==> config.mk <==
export PLATFORM = sky130hd
export DESIGN_NAME = rac_resolve
export DESIGN_NICKNAME = d
export VERILOG_FILES = /design/src/rtl/rac_pkg.sv /design/src/rtl/rac_resolve.sv
export SDC_FILE = /design/constraint.sdc
export NUM_CORES = 1
export LEC_CHECK = 0
export BUFFER_PORTS_ARGS = -buffer_cell sky130_fd_sc_hd__buf_2
export CAP_MARGIN = 20
export CORE_AREA = 2 2 39 41
export DETAILED_ROUTE_END_ITERATION = 10
export DIE_AREA = 0 0 41 43
export GPL_ROUTABILITY_DRIVEN = 0
export MAX_ROUTING_LAYER = met4
export PLACE_DENSITY = 0.58
export SETUP_SLACK_MARGIN = 0.05
export SLEW_MARGIN = 0
export SYNTH_ARGS = -nofsm -noshare
export SYNTH_HDL_FRONTEND = slang
export SYNTH_SLANG_ARGS = --single-unit
==> constraint.sdc <==
create_clock -name vclk -period 1.5
set_input_delay 0.15 -clock vclk [all_inputs]
set_output_delay 0.15 -clock vclk [all_outputs]
set_load 0.005 [all_outputs]
==> src/rtl/rac_pkg.sv <==
package rac_pkg;

  localparam logic [1:0] KIND_PROBE = 2'd0;
  localparam logic [1:0] KIND_READ  = 2'd1;
  localparam logic [1:0] KIND_WRITE = 2'd2;
  localparam logic [1:0] KIND_EXEC  = 2'd3;

  localparam int PERM_R = 0;
  localparam int PERM_W = 1;
  localparam int PERM_X = 2;

  localparam logic [3:0] FLT_NONE      = 4'd0;
  localparam logic [3:0] FLT_ITLB_MISS = 4'd1;
  localparam logic [3:0] FLT_DTLB_MISS = 4'd2;
  localparam logic [3:0] FLT_PID       = 4'd3;
  localparam logic [3:0] FLT_IPROT     = 4'd4;
  localparam logic [3:0] FLT_DPROT     = 4'd5;
  localparam logic [3:0] FLT_DRIGHTS   = 4'd6;
  localparam logic [3:0] FLT_DIRTY     = 4'd7;
  localparam logic [3:0] FLT_BREAK     = 4'd8;
  localparam logic [3:0] FLT_PAGEREF   = 4'd9;

  // Rights earned from the ring bounds before the page type is applied.
  function automatic logic [2:0] ring_rights(input logic [1:0] ring,
                                             input logic [1:0] pl_rd,
                                             input logic [1:0] pl_wr);
    logic [2:0] m;
    m[PERM_R] = (ring <= pl_rd);
    m[PERM_W] = (ring <= pl_wr);
    m[PERM_X] = (pl_wr <= ring) && (ring <= pl_rd);
    return m;
  endfunction

  // Rights a page type may grant at most.
  function automatic logic [2:0] type_grant(input logic [2:0] typ);
    logic [2:0] g;
    case (typ)
      3'd0:    g = 3'b001;
      3'd1:    g = 3'b011;
      3'd2:    g = 3'b101;
      3'd3:    g = 3'b111;
      default: g = 3'b100;
    endcase
    return g;
  endfunction

  // Mask bit that a given access kind needs.
  function automatic logic [2:0] kind_need(input logic [1:0] kind);
    logic [2:0] n;
    case (kind)
      KIND_READ:  n = 3'b001;
      KIND_WRITE: n = 3'b010;
      KIND_EXEC:  n = 3'b100;
      default:    n = 3'b000;
    endcase
    return n;
  endfunction

endpackage

==> src/rtl/rac_resolve.sv <==
module rac_resolve
  import rac_pkg::*;
(
  input  logic       phys_mode,
  input  logic       hit,
  input  logic [1:0] kind,
  input  logic [2:0] base_perm,
  input  logic       pid_hit,
  input  logic       brk,
  input  logic       dirty,
  input  logic       ref_trap,
  output logic [2:0] perm,
  output logic [3:0] fault,
  output logic       rights_fail
);
  logic [2:0] need;

  always_comb begin
    need        = kind_need(kind);
    perm        = base_perm;
    fault       = FLT_NONE;
    rights_fail = 1'b0;
    if (phys_mode) begin
      perm = 3'b111;
    end else if (!hit) begin
      perm  = 3'b000;
      fault = (kind == KIND_EXEC) ? FLT_ITLB_MISS : FLT_DTLB_MISS;
    end else begin
      if (pid_hit) begin
        perm[PERM_W] = 1'b0;
        if (kind == KIND_WRITE) fault = FLT_PID;
      end
      if (fault == FLT_NONE && kind != KIND_PROBE) begin
        if ((perm & need) == 3'b000) begin
          rights_fail = 1'b1;
          if (kind == KIND_EXEC)  fault = FLT_IPROT;
          else if (perm[PERM_R])  fault = FLT_DPROT;
          else                    fault = FLT_DRIGHTS;
        end else begin
          // Lowest priority first; each later hit overrides the code.
          if (!dirty) begin
            if (kind == KIND_WRITE) fault = FLT_DIRTY;
            perm[PERM_W] = 1'b0;
          end
          if (brk) begin
            if (kind == KIND_WRITE) fault = FLT_BREAK;
            perm[PERM_W] = 1'b0;
          end
          if (ref_trap) begin
            if (kind != KIND_EXEC) fault = FLT_PAGEREF;
            perm = perm & 3'b100;
          end
        end
      end
    end
  end
endmodule

Word level (Yosys, flattened, before mapping)
Index checks and enable logic that the tools add are counted.
{"block": "classes", "n_eq_ne": 4, "muxes": 32, "n_bitwise": 1, "n_reduce_logical": 4}
{"op": "$mux W4", "n": 12}
{"op": "$mux W2", "n": 8}
{"op": "$mux W1", "n": 9}
{"op": "$pmux W3 S3", "n": 1}
{"op": "$mux W3", "n": 2}
{"op": "$eq A2 B2 Y1 const B", "n": 2}
{"op": "$logic_not A4 Y1", "n": 1}
{"op": "$and A3 B3 Y3", "n": 1}
{"op": "$logic_not A3 Y1", "n": 1}
{"op": "$eq A2 B1 Y1 const B", "n": 1}
{"op": "$ne A2 B2 Y1 const B", "n": 1}
{"op": "$reduce_bool A2 Y1", "n": 1}
{"op": "$logic_and A1 B1 Y1", "n": 1}
{"block": "word_totals", "register_bits": 0, "inputBits": 11, "out_inout_bits": 8}

Longest topological paths before layout
Gate-level depths: netlist (run 1).
{"block": "logic_depth", "word_depth": 15, "mapped_depth": 5}

Worst setup path after synthesis (run 1)
OpenSTA, ideal clock, no wires.
{"block": "synth_path", "path_type": "input port to output port", "startpoint": "input kind[0]", "endpoint": "output fault[1]", "arrival_time_ps": 1125, "t_required_ps": 1350, "setup_slack_ps": 225, "path_stages": 5, "cell_sequence": "buf_6 > and4bb_1 > a211o_4 > a41oi_2 > a2111oi_2"}
{"block": "synth_between", "elab_chain_cells": 15}
{"element": "start, declared", "line_no": "rac_resolve.sv:6", "rtl": "input logic [1:0] kind,"}
{"element": "$eq A2 B2 Y1"}
{"element": "$mux W2", "line_no": "rac_resolve.sv:31", "rtl": "if (kind == KIND_WRITE) fault = FLT_PID;"}
{"element": "$mux W2", "line_no": "rac_resolve.sv:29", "rtl": "if (pid_hit) begin"}
{"element": "$mux W4", "line_no": "rac_resolve.sv:25", "rtl": "end else if (!hit) begin"}
{"element": "$mux W4", "line_no": "rac_resolve.sv:23", "rtl": "if (phys_mode) begin"}
{"element": "$mux W4", "line_no": "rac_resolve.sv:42", "rtl": "if (kind == KIND_WRITE) fault = FLT_DIRTY;"}
{"element": "$mux W4", "line_no": "rac_resolve.sv:41", "rtl": "if (!dirty) begin"}
{"element": "$mux W4", "line_no": "rac_resolve.sv:46", "rtl": "if (kind == KIND_WRITE) fault = FLT_BREAK;"}
{"element": "$mux W4", "line_no": "rac_resolve.sv:45", "rtl": "if (brk) begin"}
{"element": "$mux W4", "line_no": "rac_resolve.sv:50", "rtl": "if (kind != KIND_EXEC) fault = FLT_PAGEREF;"}
{"element": "$mux W4", "line_no": "rac_resolve.sv:49", "rtl": "if (ref_trap) begin"}
{"element": "$mux W4", "line_no": "rac_resolve.sv:34", "rtl": "if ((perm & need) == 3'b000) begin"}
{"element": "$mux W4", "line_no": "rac_resolve.sv:33", "rtl": "if (fault == FLT_NONE && kind != KIND_PROBE) begin"}
{"element": "$mux W4 (*)", "line_no": "rac_resolve.sv:25"}
{"element": "$mux W4 (*)", "line_no": "rac_resolve.sv:23"}
{"element": "end, declared", "line_no": "rac_resolve.sv:13", "rtl": "output logic [3:0] fault,"}
Mark *: on every way between the ends. The rest lies on a longest branch, timed or not. The select of a mux whose other input is x is not followed.

Final worst setup path (run 1)
{"block": "layout_path", "startpoint": "input kind[1]", "endpoint": "output fault[3]"}
{"block": "layout_between", "elab_chain_cells": 11}
{"element": "$eq A2 B2 Y1"}
{"element": "$mux W4", "line_no": "rac_resolve.sv:42"}
{"element": "$mux W4", "line_no": "rac_resolve.sv:41"}
{"element": "$mux W4", "line_no": "rac_resolve.sv:46"}
{"element": "$mux W4", "line_no": "rac_resolve.sv:45"}
{"element": "$mux W4", "line_no": "rac_resolve.sv:50"}
{"element": "$mux W4", "line_no": "rac_resolve.sv:49"}
{"element": "$mux W4", "line_no": "rac_resolve.sv:34"}
{"element": "$mux W4 (*)", "line_no": "rac_resolve.sv:33"}
{"element": "$mux W4 (*)", "line_no": "rac_resolve.sv:25"}
{"element": "$mux W4 (*)", "line_no": "rac_resolve.sv:23"}
Marked as above.

==> results.ini, run 1 <==
[clock_network]
post-cts-setup-buffers=0

[routing]
drc_errors=0
vias=400
vias_per_cell=5.26
wl_per_cell_um=11.0
routed_wl_um=835
drtIter0Drc=9
antenna_left=0
dr.pass1.iters=4

[floorplanning]
dieHeight_um=43
core-area_um2=1380
die_area_um2=1760
row_count=14
start_util_pct=20.2
die_x_um=41
ios=19

[timing]
rsz0062_at_grt=false
finalHoldViolCount=0
totalNegativeSetupSlack_ns=0
period_share_pct=92.6
fin_crit_ns=1.39
slew_violations=0
setup_viol=0
relSlewSlack_pct=83.5
fmax_mhz=720
worstMarginPinSlew_ns=0.244

[synthesis]
synth.area.top_cells=nand2_1, nor2b_1, a211o_4
yosysTopAreaCellShare_pct=8.07
avgSynthCellArea_um2=7.34
synth_warnings=0
syn-cell-area_um2=279
yosys.area.top_type=nand2_1
yosysSeqAreaShare_pct=0
synth_cells=38
ys_types=26
postSynthNetCount=49

[min_path]
hold_path.class=input port to output port

[setup_path]
crit_type=input port to output port
worstPathMaxFanout=7
crit_required_ns=1.35
cp-end-kind=output port
critPathLaunchType=input port
arrival_ns=1.24

[cells_and_area]
num-clock-buffers=0
diodes=0
fin_nets=73
nFlopsAndLatches=0
utilization_pct=30.3
drive_gt1_share_pct=55.0
layout_commonest_cell=buf_2
mostFrequentLayoutCells=buf_2, nand2_1, buf_4
regArea_um2=0
areaGrowthSynthToFinish_pct=50.2

[grt]
gr-total-overflow=0
grt_pass1_wl_um=1320
use_met1_pct=16.8
use_met2_pct=13.8
first_global_vias=322
antenna_found_initial=0
gr-usage-all-layers_pct=9.93
top_usage_layer=met1
use_met3_pct=0
grt_start_max_net_pins=9

[job]
drv_cap=0

[power]
ir_drop_uv=92.7
static-leakage-power_uw=0.000206
p_per_area_nw_per_um2=270

[placed_design]
portBuffers=19
hpwl_um=700

[status]
status=finished, final reports clean

==> routing by layer <==
layer  vias up  routed length (um)
met2        25                 359
li1        195                   -
met1       180                 389
met3         0                  86
met5         -                   0
met4         0                   0
==> logic make-up after synthesis <==
group                  Yosys count  synth area share, %
buffers and inverters            3                 8.07
AND/OR/NAND/NOR                 20                 39.9
AO/OA/AOI/OAI                   15                 52.0
==> worst paths after layout <==
kind	from	end	slack, ns	cells past startpoint
worst min-delay path	base_perm[2]	perm[2]	0.62	3
worst max-delay path	kind[1]	fault[3]	0.11	6
==> Yosys cell counts, types with 2 or more instances <==
| library cell | number |
|---|---|
| nor2_1 | 4 |
| a21oi_1 | 2 |
| nand2_1 | 6 |
| nor2b_1 | 3 |
| o221ai_1 | 2 |
==> critical path, stage by stage <==
cell	delay (ns)
buf_2	0.13
and4bb_1	0.21
a211o_4	0.33
buf_4	0.15
nor4b_1	0.13
buf_2	0.13
==> where the power goes <==
group | leakage [uW] | switching, uW | internal, uW | total [uW]
logic | 0.000206 | 55.3 | 57.9 | 113
clock network | 0 | 0 | 0 | 0
registers | 0 | 0 | 0 | 0
==> repair_timing <==
item / CTS / global route
setup endpoints to repair: 0 / 2
hold buffers: 0 / 0
gates resized for setup: 0 / 3
==> area by class of cell <==
| class | instances | area, um^2 |
|---|---|---|
| fillers | 151 | 965 |
| multi-input cells | 35 | 263 |
| repair buffers | 24 | 133 |
| well taps | 16 | 20.0 |
| inverters | 1 | 3.75 |
==> through the flow <==
step / total power, uW / hold WS, ns / setup WS (ns) / instances / instance area [um^2]
CTS: 111 / 0.622 / 0.0552 / 76 / 413
global placement: 111 / 0.618 / 0.0552 / 76 / 413
floorplan: 59.7 / 0.326 / 0.225 / 38 / 279
detailed placement: 111 / 0.619 / 0.0566 / 76 / 413
finish: 113 / 0.619 / 0.110 / 76 / 419
global route: 124 / 0.634 / 0.0546 / 76 / 419
No activity file was read; power rests on OpenSTA's default activity.
==> run 2: changes to the inputs <==
--- a/config.mk
+++ b/config.mk
@@ -13,6 +13,7 @@
 export GPL_ROUTABILITY_DRIVEN = 0
 export MAX_ROUTING_LAYER = met4
 export PLACE_DENSITY = 0.58
+export RECOVER_POWER = 50
 export SETUP_SLACK_MARGIN = 0.05
 export SLEW_MARGIN = 0
 export SYNTH_ARGS = -nofsm -noshare
==> results.ini, run 2 (synthesis gave the netlist of run 1 again) <==
[floorplanning]
ios=19
die_x_um=41
row_count=14
dieHeight_um=43
start_util_pct=20.2
die_area_um2=1760
core-area_um2=1380

[min_path]
min_delay_path_depth=3
hold_path.class=input port to output port

[grt]
first_global_vias=322
antenna_found_initial=0
grt_pass1_wl_um=1320
gr-total-overflow=0
grt_start_max_net_pins=9
gr-usage-all-layers_pct=9.93

[routing]
routed_wl_um=835
vias_per_cell=5.26
antenna_left=0
drtIter0Drc=9
vias=400
drc_errors=0
wl_per_cell_um=11.0
dr.pass1.iters=4

[setup_path]
crit_type=input port to output port
worstPathMaxFanout=7
crit_cells=6
crit_family=buffers and inverters
crit_required_ns=1.35
arrival_ns=1.24
max_stage_delay_ns=0.33
cp-end-kind=output port
critPathLaunchType=input port
worst-path-buf-inv=3
path_cells=buf_2, and4bb_1, a211o_4, buf_4, nor4b_1, buf_2
crit_top_cell=buf_2
crit_slowest_cell=a211o_4

[timing]
totalNegativeSetupSlack_ns=0
rsz0062_at_grt=false
setup_viol=0
worstMarginPinSlew_ns=0.244
finalHoldViolCount=0
holdWs_ns=0.619
period_share_pct=92.6
fmax_mhz=720
fin_crit_ns=1.39
slew_violations=0
relSlewSlack_pct=83.5

[cells_and_area]
fill_cells=151
nFlopsAndLatches=0
regArea_um2=0
mostFrequentLayoutCells=buf_2, nand2_1, buf_4
layout_commonest_cell=buf_2
diodes=0
num-clock-buffers=0
final_cell_count_no_fill=76
areaGrowthSynthToFinish_pct=49.3
multiInputGateArea_um2=263
fin_nets=73
drive_gt1_share_pct=51.7

[power]
static-leakage-power_uw=0.000199
ir_drop_uv=91.7
p_per_area_nw_per_um2=270

[clock_network]
post-cts-setup-buffers=0

[job]
drv_cap=0

[placed_design]
placedCellCount=76
hpwl_um=700
portBuffers=19

[status]
status=finished, final reports clean

## run 2: area by class of cell
| class | count | share of cell area, % |
|---|---|---|
| Timing Repair Buffer | 24 | 31.2 |
| Tap cell | 16 | 4.80 |
| Multi-Input combinational cell | 35 | 63.1 |
| Inverter | 1 | 0.901 |
## run 2: where the power goes
| part | leakage, uW | switching (uW) | internal (uW) |
|---|---|---|---|
| clock | 0 | 0 | 0 |
| combinational | 0.000199 | 55.3 | 57.2 |
| sequential | 0 | 0 | 0 |
## run 2: layer usage
metal / track usage, % / wire length, um
met5: - / 0
met2: 13.8 / 359
met3: 0 / 87
met4: 0 / 0
met1: 16.8 / 388
## run 2: through the flow
stage | utilization, % | cell area, um^2 | power [uW] | setup WS [ns]
2_1_floorplan | - | 279 | 59.7 | 0.225
3_3_place_gp | 29.8 | 413 | 111 | 0.0552
3_5_place_dp | 29.8 | 413 | 111 | 0.0566
4_1_cts | 29.8 | 413 | 111 | 0.0552
5_1_grt | 30.1 | 417 | 124 | 0.0546
6_report | 30.1 | 417 | 112 | 0.110
## run 2: worst min-delay path, delay by kind of cell
| kind | cells | cell delay (ns) |
|---|---|---|
| buffers and inverters | 2 | 0.22 |
| AO/OA/AOI/OAI | 1 | 0.10 |
## run 2: final timing paths
path | endpoint | slack (ns) | from
worst min-delay path | perm[2] | 0.62 | base_perm[2]
worst max-delay path | fault[3] | 0.11 | kind[1]
## run 2: timing repair
item | CTS | global route
hold buffers | 0 | 0
resized for setup | 0 | 3
setup endpoints to repair | 0 | 2
==> run 3: changes to the inputs <==
--- a/config.mk
+++ b/config.mk
@@ -5,7 +5,7 @@
 export SDC_FILE = /design/constraint.sdc
 export NUM_CORES = 1
 export LEC_CHECK = 0
-export BUFFER_PORTS_ARGS = -buffer_cell sky130_fd_sc_hd__buf_2
+export BUFFER_PORTS_ARGS = -buffer_cell sky130_fd_sc_hd__clkbuf_2
 export CAP_MARGIN = 20
 export CORE_AREA = 2 2 39 41
 export DETAILED_ROUTE_END_ITERATION = 10
==> results.ini, run 3 (synthesis gave the netlist of run 1 again) <==
[status]
status=finished, final reports clean

[cells_and_area]
layout_commonest_cell=clkbuf_2
utilization_pct=30.6
mostFrequentLayoutCells=clkbuf_2, nand2_1, buf_4
num-clock-buffers=0
final_cell_count_no_fill=75
regArea_um2=0
drive_gt1_share_pct=49.2
fill_cells=146
diodes=0
nFlopsAndLatches=0
fin_nets=72
multiInputGateArea_um2=258
areaGrowthSynthToFinish_pct=51.6

[setup_path]
max_stage_delay_ns=0.34
worstPathMaxFanout=7
crit_type=input port to output port
crit_top_cell=buf_4
cp-end-kind=output port
crit_slowest_cell=a211o_4
crit_required_ns=1.35
path_cells=buf_4, and4bb_1, a211o_4, buf_4, nor4b_1, clkbuf_2
critPathLaunchType=input port
arrival_ns=1.24

[floorplanning]
start_util_pct=20.2
die_area_um2=1760
ios=19
core-area_um2=1380
die_x_um=41
row_count=14
dieHeight_um=43

[timing]
slew_violations=0
worstMarginPinSlew_ns=0.390
fin_crit_ns=1.39
fmax_mhz=720
period_share_pct=92.6
setup_viol=0
relSlewSlack_pct=73.8
setup_ws_ns=0.112
holdWs_ns=0.620
totalNegativeSetupSlack_ns=0
finalHoldViolCount=0
rsz0062_at_grt=true

[power]
p_per_area_nw_per_um2=271
ir_drop_uv=89.2
p_sw_uw=54.6
p_sw_share_pct=47.6
clkPwrFrac_pct=0
internal-power_uw=60.1
combPwrFrac_pct=100.0
static-leakage-power_uw=0.000200
seqPwrFrac_pct=0

[routing]
vias_per_cell=5.13
antenna_left=0
wl_per_cell_um=11.1
drtIter0Drc=8
drc_errors=0
dr.pass1.iters=4
vias=385
routed_wl_um=836

[clock_network]
post-cts-setup-buffers=0

[grt]
gr-total-overflow=0
antenna_found_initial=0
gr-usage-all-layers_pct=10.2
grt_start_max_net_pins=9
first_global_vias=326
grt_pass1_wl_um=1320

[placed_design]
placedCellCount=75
hpwl_um=733
portBuffers=19
preCtsSetupSlack_ns=0.000723

[min_path]
hold_path.class=input port to output port

[job]
drv_cap=0

-- run 3: timing repair --
item	4_1_cts	5_1_grt
pin swaps	1	4
gates resized for setup	0	9
hold buffers	0	0
setup endpoints to repair	1	4
-- run 3: area by class of cell --
class | instances | share of cell area (%)
inverter | 1 | 0.888
tap | 16 | 4.73
timing repair buffer | 23 | 33.4
multi-input combinational | 35 | 60.9
-- run 3: layer usage --
metal / vias up / track usage (%) / wire, um
met1: 169 / 15.5 / 398
met4: 0 / 0 / 0
met2: 20 / 15.9 / 354
li1: 196 / - / -
met3: 0 / 0 / 83
met5: - / - / 0
-- run 3: power by group through the flow --
stage / logic, uW / registers [uW] / clock network, uW
finish: 115 / 0 / 0
global route: 127 / 0 / 0
CTS: 110 / 0 / 0
detailed placement: 110 / 0 / 0
global placement: 109 / 0 / 0
floorplan: 59.7 / 0 / 0
-- run 3: final timing paths --
check	start	end	slack, ns	cells past startpoint
max	kind[1]	fault[3]	0.11	6
min	phys_mode	fault[1]	0.62	3
-- run 3: per-stage QoR --
stage          cell area (um^2)  power [uW]
2_1_floorplan               279        59.7
3_3_place_gp                405         109
3_5_place_dp                405         110
4_1_cts                     405         110
5_1_grt                     423         127
6_report                    423         115
-- run 3: critical path: cells and delay by family --
kind	cells	cell delay, ns
compound gates	1	0.34
buf+inv	3	0.41
simple gates	2	0.34
